[config.mk]
export PLATFORM = sky130hd
export DESIGN_NAME = pixel_unpacker
export DESIGN_NICKNAME = d
export VERILOG_FILES = /design/src/rtl/pixel_unpacker.sv
export SDC_FILE = /design/constraint.sdc
export NUM_CORES = 1
export LEC_CHECK = 0
export BUFFER_PORTS_ARGS = -buffer_cell sky130_fd_sc_hd__buf_4
export CAP_MARGIN = 25
export CORE_MARGIN = 2
export CORE_UTILIZATION = 64
export CTS_CLUSTER_DIAMETER = 30
export DETAILED_ROUTE_END_ITERATION = 12
export GPL_ROUTABILITY_DRIVEN = 0
export HOLD_SLACK_MARGIN = 0.05
export PLACE_DENSITY = 0.92
export REMOVE_ABC_BUFFERS = 1
export SLEW_MARGIN = 20
export SYNTH_ARGS = -nofsm -noshare
export SYNTH_HDL_FRONTEND = slang
export SYNTH_SLANG_ARGS = --single-unit
[constraint.sdc]
create_clock -name clk -period 6.45 [get_ports clk]
set_clock_uncertainty 0.2 [all_clocks]
set_input_delay 0 -clock clk [delete_from_list [all_inputs] [get_ports clk]]
set_output_delay 0 -clock clk [all_outputs]
set_load 0.02 [all_outputs]
[src/rtl/pixel_unpacker.sv]
module pixel_unpacker (
  input  logic        clk,
  input  logic        rst_n,
  input  logic [1:0]  fmt,
  input  logic        swap_rb,
  input  logic        frame_start,
  input  logic [31:0] word_data,
  input  logic        word_valid,
  output logic        word_ready,
  input  logic        pix_req,
  output logic [23:0] pix_data,
  output logic        underrun
);

  localparam logic [1:0] FMT_PACKED = 2'd1;
  localparam logic [1:0] FMT_HALF   = 2'd2;

  logic [63:0] stash, shifted, stash_n;
  logic [3:0]  fill, need, remain, fill_n;
  logic        have, take, accept;
  logic [7:0]  red, green, blue;
  logic [15:0] half;
  logic [23:0] lanes;

  always_comb begin
    case (fmt)
      FMT_PACKED: need = 4'd3;
      FMT_HALF:   need = 4'd2;
      default:    need = 4'd4;
    endcase
  end

  assign have       = fill >= need;
  assign take       = pix_req && have;
  assign word_ready = (fill <= 4'd4) && !frame_start;
  assign accept     = word_valid && word_ready;

  assign remain  = take ? fill - need : fill;
  assign shifted = take ? stash >> {need, 3'b000} : stash;
  assign stash_n = accept ? (shifted | ({32'd0, word_data} << {remain, 3'b000})) : shifted;
  assign fill_n  = remain + (accept ? 4'd4 : 4'd0);

  assign half = stash[15:0];

  always_comb begin
    if (fmt == FMT_HALF) begin
      red   = {half[4:0],   half[15], 2'b00};
      green = {half[9:5],   half[15], 2'b00};
      blue  = {half[14:10], half[15], 2'b00};
    end else begin
      red   = stash[7:0];
      green = stash[15:8];
      blue  = stash[23:16];
    end
  end

  assign lanes = swap_rb ? {red, green, blue} : {blue, green, red};

  always_ff @(posedge clk or negedge rst_n) begin
    if (!rst_n) begin
      stash <= '0;
      fill  <= '0;
    end else if (frame_start) begin
      stash <= '0;
      fill  <= '0;
    end else begin
      stash <= stash_n;
      fill  <= fill_n;
    end
  end

  always_ff @(posedge clk or negedge rst_n) begin
    if (!rst_n)       pix_data <= '0;
    else if (pix_req) pix_data <= have ? lanes : 24'd0;
  end

  always_ff @(posedge clk or negedge rst_n) begin
    if (!rst_n)                underrun <= 1'b0;
    else if (frame_start)      underrun <= 1'b0;
    else if (pix_req && !have) underrun <= 1'b1;
  end

  a_r2_fill_bound: assert property (@(posedge clk) disable iff (!rst_n)
    fill <= 4'd8);

  a_r7_rise_on_starve: assert property (@(posedge clk) disable iff (!rst_n)
    $rose(underrun) |-> ($past(pix_req) && pix_data == 24'd0));

  a_r8_sticky: assert property (@(posedge clk) disable iff (!rst_n)
    (underrun && !frame_start) |=> underrun);

  a_r8_clear: assert property (@(posedge clk) disable iff (!rst_n)
    frame_start |=> !underrun);

  a_r9_hold: assert property (@(posedge clk) disable iff (!rst_n)
    !pix_req |=> $stable(pix_data));

endmodule

Yosys cells after proc, flatten, opt, wreduce, memory -nomap -nowiden
Cells that the tools add are included.
- logic and storage cells: 34
- input bits: 40
- bits in registers: 93
- output and inout port bits: 26
- magnitude comparators: 2
- equality and inequality tests: 2
- multiplexer cells: 14
- bitwise operators: 1
- reduce and logical (&&, ||, !) cells: 7
- shift operators: 2
- $add $sub $neg: 2
- operators by type and width (kind ; number):
    $mux W64 ; 3
    $or A64 B64 Y64 ; 1
    $shl A32 B7 Y64 ; 1
    $shr A64 B7 Y64 ; 1
    $mux W24 ; 2
    $mux W8 ; 3
    $mux W4 ; 2
    $pmux W3 S2 ; 1
    $add A4 B3 Y4 ; 1
    $ge A4 B4 Y1 ; 1
    $le A4 B3 Y1 const B ; 1
    $logic_and A1 B1 Y1 ; 4
    $sub A4 B4 Y4 ; 1
    $mux W3 ; 1
    $eq A2 B1 Y1 const B ; 1
    $eq A2 B2 Y1 const B ; 1
    $logic_not A1 Y1 ; 2
    $mux W1 ; 2
    $reduce_bool A2 Y1 ; 1

Logic depth before layout (Yosys ltp)
- depth in word-level cells: 9
- mapped depth: 16
- gate-level depth less buffers: 12

Worst setup path after synthesis
Ideal clock, no wire load.
- path kind: in2reg
- start: input port fmt[0]
- end: register stash[40]
- cell stages on the path: 15
- arrival time: 3.026 ns
- path buffers: 5
- path slack: 3.086 ns
- data required time: 6.112 ns
- setup time: 0.138 ns
- cells stage by stage: inv_1 -> ha_1 -> clkbuf_1 -> clkinv_1 -> clkbuf_1 -> ha_1 -> buf_2 -> o21a_1 -> a31o_2 -> buf_2 -> o22ai_1 -> buf_4 -> mux2_2 -> a221oi_1 -> o22ai_1
- longest elaborated chain between the ends: 9
- elaborated cells on any way between the ends: 13
- classes of those cells: add/sub: 1; order compare: 1; eq/ne: 2; shift: 2; mux: 5; bitwise: 1; reduce/logical: 1
- ends and longest elaborated chain (element ; line ; text):
    start: declaration ; 4 ; input logic [1:0] fmt,
    $eq A2 B2 Y1 or $eq A2 B1 Y1 (tied branches) ; 26 ; case (fmt)
    $pmux W3 S2 (*) ; 26 ;
    $ge A4 B4 Y1 ; 33 ; assign have = fill >= need;
    $logic_and A1 B1 Y1 ; 34 ; assign take = pix_req && have;
    $mux W4 ; 38 ; assign remain = take ? fill - need : fill;
    $shl A32 B7 Y64 ; 40 ; assign stash_n = accept ? (shifted | ({32'd0, word_data} << {remain, 3'b000})) : shifted;
    $or A64 B64 Y64 ; 40 ;
    $mux W64 (*) ; 40 ;
    $mux W64 (*) ; 63 ; end else if (frame_start) begin
    end signal: assignment ; 67 ; stash <= stash_n;
    end: declaration ; 18 ; logic [63:0] stash, shifted, stash_n;
Every way passes the cells marked *; elsewhere a longest branch is shown, timed or not.
A chain may end at the register's enable or synchronous reset.

Worst setup path after layout
- start: input port fmt[0]
- end: register stash[54]
Same word-level chain as after synthesis.

==> impl_metrics.ini <==
[route]
antenna_left = 0
viasPerCell = 7.37
wl_um = 20200
routed-via-count = 6227
drtIter0Drc = 1031
wl_per_cell_um = 23.9
drc_errors = 0
firstDrtPassIters = 6

[synthesis]
synth-edff-count = 0
synth.cell_area_um2 = 6030
ys_seq_area_share_pct = 38.6
synth_async_sr_flop_share_pct = 100
synth-main-ff-cell = dfrtp_1
yosys_warnings = 0
synth-seq-cells = 93
ys_types = 51
postSynthCellCount = 630
avgSynthCellArea_um2 = 9.57

[worst_setup_path]
critPathMaxStageDelay_ns = 0.69
path_cells = buf_4 -> inv_1 -> ha_2 -> clkinv_1 -> ha_1 -> o21a_1 -> a31oi_4 -> buf_4 -> a2bb2oi_2 -> buf_4 -> mux2_2 -> dlygate4sd3_1 -> a22oi_1 -> o22ai_1 -> dlygate4sd3_1
critPathTopFamily = buffers and inverters
critPathRequiredTime_ns = 6.50
cp-end-kind = flip-flop
timing.rr.start = fill[0]
crit_path_frequent_cell = buf_4
reg2regPathDepth = 13
r2r_slack_ns = 1.47
rr_endpoint = stash[54]
crit_path_start_kind = primary input
path_class = primary input to flip-flop
cpMaxStageDelayCell = buf_4
cp.buffers_inverters = 7
crit_fanout = 78
cp.arrival_ns = 5.36

[sta]
fin_ws_ns = 1.14
fmax_mhz = 188
rsz0062_at_grt = no
tightest_slew_ns = 0.985
setup_tns_ns = 0
period_share_pct = 82.3
hold_viol = 0
slew_viol_final = 0
fin_crit_ns = 5.31
finalSetupViolCount = 0
slew_headroom_pct = 33.8

[layout]
final_cells = 845
fillers = 511
drive_gt1_share_pct = 20.0
syn2layout_area_growth_pct = 22.7
num-nets-final = 776
diodes = 0

[place]
place_ws_ns = 2.04
port_buffers = 65
hpwl_um = 11900
dp.cells = 762

[clock_network]
clk_pin_slew_ns = 0.09
cts_sinks = 93
cts_buffer_depth = 2
cts-root-buf = clkbuf_8
cts_setup_buffers = 0
cts_made_buffers = 9
cts_tree = built
htreeDepth = 3
clk_latency_ns = 0.38

[global_route]
grt_overflow = 0
track_usage_pct = 41.3
grt_max_degree = 79
antenna_found_initial = 0
grt_pass1_vias = 6133
grt_pass1_wl_um = 32300

[min_path]
holdPathEnd = fill[2]
min_path_type = primary input to flip-flop
min_from = word_valid
hold_depth = 5

[floorplanning]
io_pins = 66
rows = 35
fp.coreArea_um2 = 9200
fp.dieH_um = 101
die_area_um2 = 10200
initial_core_util_pct = 65.6
fp.dieW_um = 101

[run_status]
status = complete, no violations

[power_and_ir_drop]
vdd_drop_max_mv = 0.227
p_leak_nw = 3.20
power.density_nw_per_um2 = 451
total_power_mw = 3.34

[run]
drv_cap = 0
how the worst max path moves through the flow:
stage / startpoint / end / slack [ns] / cells past startpoint
2_1_floorplan: fmt[0] / stash[32] / 0.72 / 10
3_3_place_gp: fmt[0] / stash[46] / 2.19 / 10
3_5_place_dp: fmt[0] / stash[41] / 2.04 / 10
4_1_cts: fmt[0] / stash[49] / 1.44 / 15
5_1_grt: fmt[0] / stash[38] / 0.99 / 15
6_report: fmt[0] / stash[54] / 1.14 / 15
worst min-delay path: stages:
cell and delay (ns):
buf_4 0.11, inv_1 0.08, a2111oi_4 0.07, ha_1 0.28
nor2b_1 0.12
layout by cell type, fill, tap and decap left out, drive strengths merged, types with 10 or more instances in the layout:
| cell | synthesis | layout |
|---|---|---|
| a21oi | 32 | 32 |
| a22oi | 16 | 16 |
| nand3 | 10 | 10 |
| nor2 | 38 | 38 |
| mux4 | 10 | 10 |
| o211ai | 10 | 10 |
| nor3 | 11 | 11 |
| clkbuf | 34 | 11 |
| dfrtp | 93 | 93 |
| mux2i | 61 | 61 |
| o22ai | 32 | 32 |
| a211oi | 19 | 19 |
| inv | 32 | 33 |
| o21ai | 23 | 23 |
| nand2 | 62 | 62 |
| a221oi | 20 | 20 |
| dlygate4sd3 | 0 | 66 |
| mux2 | 27 | 27 |
| buf | 19 | 75 |
stage by stage:
step	utilization, %	hold slack (ns)	instance area [um2]
5_1_grt	80.5	0.142	7400
3_5_place_dp	70.9	-0.245	6520
3_3_place_gp	70.9	-0.256	6520
6_report	80.5	0.127	7400
4_1_cts	80.4	0.131	7400
2_1_floorplan	-	-0.496	5810
timing repair:
item | 4_1_cts | 5_1_grt
endpoints found under the setup margin | 0 | 0
hold endpoints to repair | 162 | 0
gates resized for setup | 0 | 0
hold buffers | 67 | 0
layer usage:
metal / GRT usage, % / vias to the layer above / wire length, um / share of wire, %
met4: 24.2 / 0 / 1430 / 7.1
met2: 63.7 / 597 / 9010 / 45
li1: - / 2572 / - / -
met1: 51.6 / 2882 / 6930 / 34
met3: 11.9 / 176 / 2830 / 14
met5: 0 / - / 0 / 0
final cells by class:
cell class	instances	area, um2	area share (%)
multi-input cells	451	3370	45.6
flip-flops and latches	93	2330	31.5
repair buffers	141	1240	16.7
clock buffers	11	141	1.91
well taps	111	139	1.88
inverters	33	124	1.67
clock inverters	5	58.8	0.795
power breakdown:
group / switching [mW] / internal (mW) / total, mW / leakage, nW
Clock: 0.217 / 0.191 / 0.408 / 0.0959
Combinational: 1.19 / 0.781 / 1.97 / 1.84
Sequential: 0.203 / 0.760 / 0.963 / 1.27
cell families (layout without fill, tap and decap cells):
| family | count (synthesis) | in the layout | share of synthesized area (%) |
|---|---|---|---|
| simple gates | 144 | 144 | 10.8 |
| mux | 98 | 98 | 18.9 |
| compound gates | 201 | 201 | 24.2 |
| fa+ha+maj | 7 | 7 | 1.58 |
| xor+xnor | 1 | 1 | 0.145 |
| buf+inv | 86 | 190 | 5.79 |
| flops | 93 | 93 | 38.6 |
registers in the layout (all words and copies together), names as in the netlist:
| register | count |
|---|---|
| underrun | 1 |
| stash | 64 |
| pix_data | 24 |
| fill | 4 |
cells in the mapped netlist (all sizes together) (3+ instances only):
library cell	n	area share (%)
dfrtp	93	39
nand2	62	3.9
mux2i	61	10
nor2	38	2.5
clkbuf	34	2.1
a21oi	32	2.7
inv	32	2.0
o22ai	32	3.3
mux2	27	5.0
o21ai	23	1.9
a221oi	20	2.9
a211oi	19	2.6
buf	19	1.6
a22oi	16	2.0
nor3	11	1.0
mux4	10	3.7
nand3	10	0.83
o211ai	10	1.2
a31oi	9	1.2
and3	9	0.93
a22o	8	1.2
o2bb2ai	8	1.2
o32ai	8	1.2
ha	6	1.2
nand2b	6	0.62
nor2b	3	0.31
o221a	3	0.56
Note: power is estimated with default switching activity, not from simulation.
